### config.mk
export PLATFORM = sky130hd
export DESIGN_NAME = adcx_host_ctrl
export DESIGN_NICKNAME = d
export VERILOG_FILES = /design/src/rtl/adcx_pkg.sv /design/src/rtl/adcx_sync_fall.sv /design/src/rtl/adcx_phase_timer.sv /design/src/rtl/adcx_result_reg.sv /design/src/rtl/adcx_host_ctrl.sv
export SDC_FILE = /design/constraint.sdc
export NUM_CORES = 1
export LEC_CHECK = 0
export BUFFER_PORTS_ARGS = -buffer_cell sky130_fd_sc_hd__buf_2
export CORE_MARGIN = 2
export CORE_UTILIZATION = 60
export DETAILED_ROUTE_END_ITERATION = 12
export PLACE_DENSITY = 0.83
export SLEW_MARGIN = 0
export SYNTH_ARGS = -nofsm -noshare
export SYNTH_HDL_FRONTEND = slang
export SYNTH_SLANG_ARGS = --single-unit
export TNS_END_PERCENT = 100
### constraint.sdc
create_clock -name clk -period 3.96 [get_ports clk]
set_input_delay 0.594 -clock clk [delete_from_list [all_inputs] [get_ports clk]]
set_output_delay 0.594 -clock clk [all_outputs]
set_load 0.02 [all_outputs]
### src/rtl/adcx_pkg.sv
package adcx_pkg;

  typedef enum logic [3:0] {
    ST_IDLE,
    ST_CAL_LO,
    ST_CAL_WAIT,
    ST_WR_LO,
    ST_CONV_WAIT,
    ST_RD_HI,
    ST_RD_GAP,
    ST_RD_LO
  } adcx_state_e;

  function automatic int adcx_max(input int a, input int b);
    return (a > b) ? a : b;
  endfunction

endpackage

### src/rtl/adcx_sync_fall.sv
module adcx_sync_fall #(
  parameter int STAGES = 2
) (
  input  logic clk,
  input  logic rst,
  input  logic din,
  output logic fall
);

  logic [STAGES:0] sh;

  always_ff @(posedge clk) begin
    if (rst) sh <= '1;
    else     sh <= {sh[STAGES-1:0], din};
  end

  assign fall = sh[STAGES] & ~sh[STAGES-1];

endmodule

### src/rtl/adcx_phase_timer.sv
module adcx_phase_timer #(
  parameter int CNT_W = 8
) (
  input  logic             clk,
  input  logic             rst,
  input  logic             load,
  input  logic [CNT_W-1:0] load_val,
  output logic             zero
);

  logic [CNT_W-1:0] cnt;

  always_ff @(posedge clk) begin
    if (rst)              cnt <= '0;
    else if (load)        cnt <= load_val;
    else if (cnt != '0)   cnt <= cnt - 1'b1;
  end

  assign zero = (cnt == '0);

  // strobe widths rely on a steady one-per-clock count
  p_count_down_r5: assert property (@(posedge clk) disable iff (rst)
    (!load && cnt != '0) |=> (cnt == $past(cnt) - 1'b1));

endmodule

### src/rtl/adcx_result_reg.sv
module adcx_result_reg #(
  parameter int BUS_W    = 8,
  parameter int SIGN_POS = 4,
  parameter int OUT_W    = 16
) (
  input  logic             clk,
  input  logic             rst,
  input  logic [BUS_W-1:0] bus_in,
  input  logic             cap_hi,
  input  logic             commit,
  input  logic             out_ready,
  output logic             out_valid,
  output logic [OUT_W-1:0] out_data,
  output logic             out_fmt_err
);

  localparam int VAL_W = BUS_W + SIGN_POS + 1;
  localparam int EXT_W = OUT_W - VAL_W;
  localparam int TOP_W = BUS_W - SIGN_POS;

  logic [BUS_W-1:0] hi_q;
  logic [TOP_W-1:0] top_slice;
  logic             top_ok;

  assign top_slice = hi_q[BUS_W-1:SIGN_POS];
  assign top_ok    = (&top_slice) | (~|top_slice);

  always_ff @(posedge clk) begin
    if (rst) begin
      hi_q        <= '0;
      out_valid   <= 1'b0;
      out_data    <= '0;
      out_fmt_err <= 1'b0;
    end else begin
      if (cap_hi) hi_q <= bus_in;
      if (commit) begin
        out_valid   <= 1'b1;
        out_data    <= {{EXT_W{hi_q[SIGN_POS]}}, hi_q[SIGN_POS:0], bus_in};
        out_fmt_err <= ~top_ok;
      end else if (out_valid && out_ready) begin
        out_valid <= 1'b0;
      end
    end
  end

  // a result is never overwritten before it is taken
  p_no_overwrite_r8: assert property (@(posedge clk) disable iff (rst)
    commit |-> !out_valid);

  // an untaken result stays put
  p_hold_r8: assert property (@(posedge clk) disable iff (rst)
    (out_valid && !out_ready) |=> (out_valid && $stable(out_data) && $stable(out_fmt_err)));

endmodule

### src/rtl/adcx_host_ctrl.sv
module adcx_host_ctrl #(
  parameter int BUS_W       = 8,
  parameter int SIGN_POS    = 4,
  parameter int OUT_W       = 16,
  parameter int CAL_LOW_CYC = 12,
  parameter int WR_LOW_CYC  = 12,
  parameter int RD_LOW_CYC  = 6,
  parameter int RD_GAP_CYC  = 4,
  parameter int TIMEOUT_CYC = 32000,
  parameter int SYNC_STAGES = 2
) (
  input  logic             clk,
  input  logic             rst,
  input  logic             cal_req,
  input  logic             start_req,
  input  logic             az_en,
  output logic             busy,
  output logic             timeout_err,
  output logic             adc_cs_n,
  output logic             adc_wr_n,
  output logic             adc_rd_n,
  output logic             adc_cal_n,
  output logic             adc_az,
  input  logic             adc_int_n,
  input  logic [BUS_W-1:0] adc_data,
  output logic             res_valid,
  input  logic             res_ready,
  output logic [OUT_W-1:0] res_data,
  output logic             res_fmt_err
);

  import adcx_pkg::*;

  localparam int STROBE_MAX = adcx_max(adcx_max(CAL_LOW_CYC, WR_LOW_CYC),
                                       adcx_max(RD_LOW_CYC, RD_GAP_CYC));
  localparam int ALL_MAX    = adcx_max(STROBE_MAX, TIMEOUT_CYC);
  localparam int CNT_W      = $clog2(ALL_MAX + 1);

  localparam logic [CNT_W-1:0] CAL_LD = CNT_W'(CAL_LOW_CYC - 1);
  localparam logic [CNT_W-1:0] WR_LD  = CNT_W'(WR_LOW_CYC - 1);
  localparam logic [CNT_W-1:0] RD_LD  = CNT_W'(RD_LOW_CYC - 1);
  localparam logic [CNT_W-1:0] GAP_LD = CNT_W'(RD_GAP_CYC - 1);
  localparam logic [CNT_W-1:0] TO_LD  = CNT_W'(TIMEOUT_CYC - 1);

  adcx_state_e      state, state_nx;
  logic             t_load, t_zero;
  logic [CNT_W-1:0] t_val;
  logic             int_fall;
  logic             cap_hi, commit, to_set;
  logic             acc_cal, acc_conv;

  adcx_sync_fall #(.STAGES(SYNC_STAGES)) u_sync (
    .clk  (clk),
    .rst  (rst),
    .din  (adc_int_n),
    .fall (int_fall)
  );

  adcx_phase_timer #(.CNT_W(CNT_W)) u_timer (
    .clk      (clk),
    .rst      (rst),
    .load     (t_load),
    .load_val (t_val),
    .zero     (t_zero)
  );

  adcx_result_reg #(.BUS_W(BUS_W), .SIGN_POS(SIGN_POS), .OUT_W(OUT_W)) u_res (
    .clk         (clk),
    .rst         (rst),
    .bus_in      (adc_data),
    .cap_hi      (cap_hi),
    .commit      (commit),
    .out_ready   (res_ready),
    .out_valid   (res_valid),
    .out_data    (res_data),
    .out_fmt_err (res_fmt_err)
  );

  always_comb begin
    state_nx = state;
    t_load   = 1'b0;
    t_val    = '0;
    cap_hi   = 1'b0;
    commit   = 1'b0;
    to_set   = 1'b0;
    acc_cal  = 1'b0;
    acc_conv = 1'b0;
    case (state)
      ST_IDLE: begin
        if (cal_req) begin
          acc_cal  = 1'b1;
          state_nx = ST_CAL_LO;
          t_load   = 1'b1;
          t_val    = CAL_LD;
        end else if (start_req && !res_valid) begin
          acc_conv = 1'b1;
          state_nx = ST_WR_LO;
          t_load   = 1'b1;
          t_val    = WR_LD;
        end
      end
      ST_CAL_LO: if (t_zero) begin
        state_nx = ST_CAL_WAIT;
        t_load   = 1'b1;
        t_val    = TO_LD;
      end
      ST_CAL_WAIT: begin
        if (int_fall) state_nx = ST_IDLE;
        else if (t_zero) begin
          state_nx = ST_IDLE;
          to_set   = 1'b1;
        end
      end
      ST_WR_LO: if (t_zero) begin
        state_nx = ST_CONV_WAIT;
        t_load   = 1'b1;
        t_val    = TO_LD;
      end
      ST_CONV_WAIT: begin
        if (int_fall) begin
          state_nx = ST_RD_HI;
          t_load   = 1'b1;
          t_val    = RD_LD;
        end else if (t_zero) begin
          state_nx = ST_IDLE;
          to_set   = 1'b1;
        end
      end
      ST_RD_HI: if (t_zero) begin
        cap_hi   = 1'b1;
        state_nx = ST_RD_GAP;
        t_load   = 1'b1;
        t_val    = GAP_LD;
      end
      ST_RD_GAP: if (t_zero) begin
        state_nx = ST_RD_LO;
        t_load   = 1'b1;
        t_val    = RD_LD;
      end
      ST_RD_LO: if (t_zero) begin
        commit   = 1'b1;
        state_nx = ST_IDLE;
      end
      default: state_nx = ST_IDLE;
    endcase
  end

  always_ff @(posedge clk) begin
    if (rst) begin
      state       <= ST_IDLE;
      busy        <= 1'b0;
      timeout_err <= 1'b0;
      adc_cs_n    <= 1'b1;
      adc_wr_n    <= 1'b1;
      adc_rd_n    <= 1'b1;
      adc_cal_n   <= 1'b1;
      adc_az      <= 1'b0;
    end else begin
      state     <= state_nx;
      busy      <= (state_nx != ST_IDLE);
      adc_cs_n  <= !(state_nx == ST_WR_LO || state_nx == ST_RD_HI ||
                     state_nx == ST_RD_GAP || state_nx == ST_RD_LO);
      adc_wr_n  <= (state_nx != ST_WR_LO);
      adc_rd_n  <= !(state_nx == ST_RD_HI || state_nx == ST_RD_LO);
      adc_cal_n <= (state_nx != ST_CAL_LO);
      if (acc_conv) adc_az <= az_en;
      if (to_set) timeout_err <= 1'b1;
      else if (acc_cal || acc_conv) timeout_err <= 1'b0;
    end
  end

  // the write strobe only occurs with chip select
  p_wr_with_cs_r4: assert property (@(posedge clk) disable iff (rst)
    !adc_wr_n |-> !adc_cs_n);

  // auto-zero select is frozen for the whole operation
  p_az_stable_r4: assert property (@(posedge clk) disable iff (rst)
    (busy && $past(busy)) |-> $stable(adc_az));

  // reads overlap neither write nor calibrate
  p_rd_excl_r5: assert property (@(posedge clk) disable iff (rst)
    !adc_rd_n |-> (adc_wr_n && adc_cal_n && !adc_cs_n));

  // calibration runs without chip select
  p_cal_no_cs_r2: assert property (@(posedge clk) disable iff (rst)
    !adc_cal_n |-> (adc_cs_n && adc_wr_n));

  // a timeout always leaves the block idle
  p_timeout_idle_r9: assert property (@(posedge clk) disable iff (rst)
    $rose(timeout_err) |-> !busy);

endmodule

### After elaboration in Yosys (flattened, before gate mapping)

Index checks and enable logic that the tools add are counted.

| cells by class | value |
|---|---|
| reduce and logical (&&, ||, !) cells | 23 |
| bitwise gates (word level) | 4 |
| muxes and demuxes | 36 |
| add/sub/neg operators | 1 |
| equality and inequality tests | 13 |

Operators by type and width:

| operator | count |
|---|---|
| $pmux 15 s5 | 1 |
| $mux 15 | 3 |
| $mux 4 | 11 |
| $pmux 4 s8 | 1 |
| $eq 4x3->1 const B | 7 |
| $mux 1 | 16 |
| $logic_not 15->1 | 1 |
| $reduce_bool 15->1 | 1 |
| $sub 15x1->15 const B | 1 |
| $eq 4x2->1 const B | 3 |
| $reduce_or 4->1 | 2 |
| $mux 3 | 2 |
| $reduce_bool 2->1 | 3 |
| $logic_or 1x1->1 | 5 |
| $eq 4x1->1 const B | 1 |
| $logic_not 1->1 | 4 |
| $logic_not 4->1 | 1 |
| $ne 4x1->1 const B | 1 |
| $ne 4x2->1 const B | 1 |
| $reduce_and 4->1 | 1 |
| $reduce_bool 4->1 | 1 |
| $reduce_or 2->1 | 2 |
| $pmux 1 s3 | 1 |
| $logic_and 1x1->1 | 2 |
| other kinds (4) | 5 |

| storage, ports and cells | value |
|---|---|
| input port bits | 15 |
| register bits after elaboration | 52 |
| output and inout port bits | 25 |
| word-level logic and storage cells | 91 |

### Depth between registers and ports, before layout

| logic depth | value |
|---|---|
| depth after elaboration | 10 |
| mapped depth | 9 |
| mapped depth without buffers | 7 |

### By module

Synthesis repeated with hierarchy kept, for this count alone.

| unflattened totals | value |
|---|---|
| cell total of the unflattened synthesis | 262 |
| area total of the unflattened synthesis | 2469.9 µm² |

By module, submodules not included:

| module | sequential area each (µm²) | times used | area each (µm²) | cells each |
|---|---|---|---|---|
| adcx_phase_timer | 300.3 | 1 | 898.4 | 102 |
| adcx_result_reg | 460.4 | 1 | 855.8 | 80 |
| adcx_host_ctrl | 220.2 | 1 | 630.6 | 73 |
| adcx_sync_fall | 60.1 | 1 | 85.1 | 7 |

### Worst setup path before layout

No wires, ideal clock.

| timing | value |
|---|---|
| kind | reg2reg |
| from | register u_timer.cnt[0] |
| to | register u_res.out_data[10] |
| cell stages (with the launch flop) | 10 |
| path slack | 1.779 ns |
| data required time | 3.828 ns |
| arrival time | 2.049 ns |
| clock period less this slack | 2.181 ns |
| path buffers | 2 |
| library setup time | 0.132 ns |
| path through | dfxtp_1 inv_1 ha_1 nor4b_1 nand4_4 or4_1 buf_2 buf_6 nand2_1 a21oi_1 |

| on the way | value |
|---|---|
| cells in the longest elaborated chain, start to end | 3 |

Ends and longest elaborated chain:

| element | RTL line | RTL |
|---|---|---|
| from (decl) | adcx_phase_timer.sv:11 | `logic [CNT_W-1:0] cnt;` |
| from (signal assigned) | adcx_phase_timer.sv:15 | `else if (load) cnt <= load_val;` |
| from (signal assigned) | adcx_phase_timer.sv:16 | `else if (cnt != '0) cnt <= cnt - 1'b1;` |
| $logic_not 15->1 | adcx_phase_timer.sv:19 | `assign zero = (cnt == '0);` |
| $mux 1 | adcx_host_ctrl.sv:140 | `ST_RD_LO: if (t_zero) begin` |
| $mux 1 | adcx_host_ctrl.sv:88 | `case (state)` |
| to (signal assigned) | adcx_result_reg.sv:38 | `out_data <= {{EXT_W{hi_q[SIGN_POS]}}, hi_q[SIGN_POS:0], bus_in};` |
| to (decl) | adcx_result_reg.sv:13 | `output logic [OUT_W-1:0] out_data,` |

Every way passes these cells.
A chain may end at the register's enable or synchronous reset.

### Worst setup path in the final report

| timing | value |
|---|---|
| from | register u_timer.cnt[0] |
| to | register u_res.hi_q[1] |

| on the way | value |
|---|---|
| cells in the longest elaborated chain, start to end | 3 |

Ends and longest elaborated chain:

| element | RTL line | RTL |
|---|---|---|
| $logic_not 15->1 | adcx_phase_timer.sv:19 |  |
| $mux 1 | adcx_host_ctrl.sv:129 | `ST_RD_HI: if (t_zero) begin` |
| $mux 1 | adcx_host_ctrl.sv:88 |  |
| to (signal assigned) | adcx_result_reg.sv:35 | `if (cap_hi) hi_q <= bus_in;` |
| to (decl) | adcx_result_reg.sv:21 | `logic [BUS_W-1:0] hi_q;` |

Every way passes these cells.

==> reports/results.tsv <==
metric	value	unit
largest net degree at the start of global routing	41	
kind of end point of the critical path	flip-flop	
Yosys warning count	0	
Setup TNS	0	ns
CTS H-Tree Depth	2	
final-report hold violation count	0	
# IOs	40	
hold path start	u_sync.sh[0]$_SDFF_PP1_	
Port-buffer cells	39	
Post-synth ARST share	0	%
fin crit share	62.3	%
Fmax achieved	0.405	GHz
met3 usage in global routing	7.24	%
hold crit path type	reg -> reg	
status	complete, no violations	
VDD IR-drop max	0.000347	V
Crit Path Class	reg -> reg	
clk_lat worst skew	0.31	ns
total grt overflow	0	
CTS Sinks	52	
CP max FO	8	
r2r setup slk	1.49	ns
Pwr Density	659	mW/mm^2
final setup vio count	0	
sequential cell area	0.00104	sq mm
Reg2Reg Launch Point	u_timer.cnt[0]$_SDFFE_PP0P_	
cts-stage hold buffer count	0	
WHS	0.417	ns
placed cell areas	0.00262	sq mm
clk buf depth	2	
# fillers	335	
CP required	4.13	ns
GR Util met1	29.7	%
final worst slack	1.49	ns
dpl ws	1.48	ns
synthesized area	0.00244	sq mm
via count	2151	
post-CTS resize count	0	
Syn Nets	298	
share of cells above drive strength 1	19.8	%
Core Footprint	0.00397	sq mm
drt pass-1 iters	4	
Overall Global Routing Usage	24.3	%
Final Skew	0.00385	ns
diodes inserted	0	
Top FF cell, synth	dfxtp_1	
Worst Max-Slew Pin Slew	0.751	ns
Worst Reg2Reg Path Length in Cells	7	
drt wl/cell	14.6	microns
Netlist cell types	55	
crit path time final	2.47	ns
CTS Root Cell	clkbuf_8	
FF+latch count, synth	52	
area of the multi-input gates	0.00129	sq mm
most common cell after layout, fill and taps aside	dfxtp_1	
Startpoint Class	flip-flop	
Die ar.	0.00460	sq mm
Synth Instances	282	
drt via density	5.93	
DRC Markers	0	
CTS tree	done	
Post-synth EDFFs	0	
Worst Hold End	u_sync.sh[1]$_SDFF_PP1_	
dpl hpwl	3730	microns
Die Span X	67.8	microns
Syn-to-layout area delta	12.2	%
DR iter-0 viols	154	
Final Util	69.1	%
final wirelength	5310	microns
Die H	67.8	microns
initial antenna violation count	0	
Worst-path clk slew	0.09	ns
RSZ-0062 raised after global routing	false	
WP data arrival	2.64	ns
gr busiest metal	met2	
M2 GR Usage	39.6	%
number of global-route vias before repair	1910	
Slew Limit Fails	0	
most frequent cells in the layout	dfxtp_1 (52), nand2_1 (40), buf_2 (39), a21oi_1 (28), nor2_1 (20)	
ANT nets after route	0	
global-route wire length before repair	8400	microns
WHS Path Cells	1	
routability congestion estimate	0.894	
total setup buffers inserted after CTS	0	
Rel. slew slack	49.6	%
reg-to-reg endpoint	u_res.hi_q[1]$_SDFFE_PP0P_	
row count	23	
Max Cap Violations	0	
post-synthesis sequential area ratio	42.6	%
post-route cell area	0.00274	sq mm
Num CTS Buffers	5	
Synth Area per Inst	8.67	sq um
final-stage net count	328	
Starting Density	61.5	%
Lkg Pwr	0.00110	uW
==> logic make-up after synthesis <==
family / synth area share [%]
AND/OR/NAND/NOR: 26.1
other: 0.153
flip-flops: 42.6
multiplexers: 4.10
XOR/XNOR: 3.94
AO/OA/AOI/OAI: 18.0
adder cells (fa/ha/maj): 0.512
buffers and inverters: 4.66
==> where the power goes <==
| group | leakage, uW | switching [uW] | total, uW | internal [uW] |
|---|---|---|---|---|
| sequential | 0.000423 | 110 | 714 | 604 |
| clock | 0.0000614 | 174 | 380 | 207 |
| combinational | 0.000612 | 410 | 713 | 303 |
| total | 0.00110 | 693 | 1810 | 1110 |
==> how the worst max path moves through the flow <==
stage                                 from  cells past startpoint  slack [ns]                         endpoint
3_5_place_dp   u_timer.cnt[0]$_SDFFE_PP0P_                      7        1.48       u_res.hi_q[1]$_SDFFE_PP0P_
5_1_grt        u_timer.cnt[0]$_SDFFE_PP0P_                      7        1.28       u_res.hi_q[1]$_SDFFE_PP0P_
4_1_cts        u_timer.cnt[0]$_SDFFE_PP0P_                      7        1.48       u_res.hi_q[1]$_SDFFE_PP0P_
6_report       u_timer.cnt[0]$_SDFFE_PP0P_                      7        1.49       u_res.hi_q[1]$_SDFFE_PP0P_
2_1_floorplan  u_timer.cnt[0]$_SDFFE_PP0P_                      9        1.78  u_res.out_data[10]$_SDFFE_PP0P_
3_3_place_gp   u_timer.cnt[0]$_SDFFE_PP0P_                      7        1.54  u_res.out_data[11]$_SDFFE_PP0P_
==> state kept, by name (all words and copies together) (netlist names) <==
name               count
u_sync.sh              3
u_res.hi_q             8
timeout_err            1
adc_cs_n               1
u_res.out_valid        1
state                  4
adc_rd_n               1
busy                   1
adc_cal_n              1
u_res.out_fmt_err      1
u_res.out_data        13
u_timer.cnt           15
adc_az                 1
adc_wr_n               1
==> layer usage <==
metal  wire [microns]  vias to the layer above
li1                 -                     1067
met1             2310                     1002
met2             2530                       74
met3              377                        8
met4               91                        0
met5                0                        -
==> synthesized netlist by cell type (5+ instances only) <==
cell type	count	area [sq um]
dfxtp_1	52	1040
nand2_1	40	150
a21oi_1	28	140
nor2_1	20	75.1
mux2i_1	10	100
nor3_1	9	45.0
nand3_1	8	40.0
xnor2_1	8	70.1
clkbuf_1	7	26.3
inv_1	6	22.5
o21a_1	6	45.0
nand2b_1	5	31.3
nor4_1	5	31.3
or2_2	5	31.3
==> worst max-delay path, cell delays in order, from the launching register on <==
cell	delay [ns]
dfxtp_1	0.33
inv_1	0.09
ha_1	0.24
nor4b_1	0.45
nand4_4	0.19
nor4_4	0.68
mux2i_1	0.30
nor2_1	0.06
==> through the flow <==
step	cells	power (uW)
after floorplan	282	1280
after global placement	355	1410
after detailed placement	355	1430
after CTS	363	1800
after global routing	363	1910
final	363	1810
==> layout make-up <==
| type | count | share of cell area (%) |
|---|---|---|
| clock buffers | 6 | 3.01 |
| inverters | 7 | 0.958 |
| repair buffers | 40 | 7.39 |
| clock inverters | 2 | 1.41 |
| well taps | 50 | 2.28 |
| multi-input cells | 206 | 47.0 |
| flip-flops and latches | 52 | 38.0 |
(Power assumes the default switching activity.)
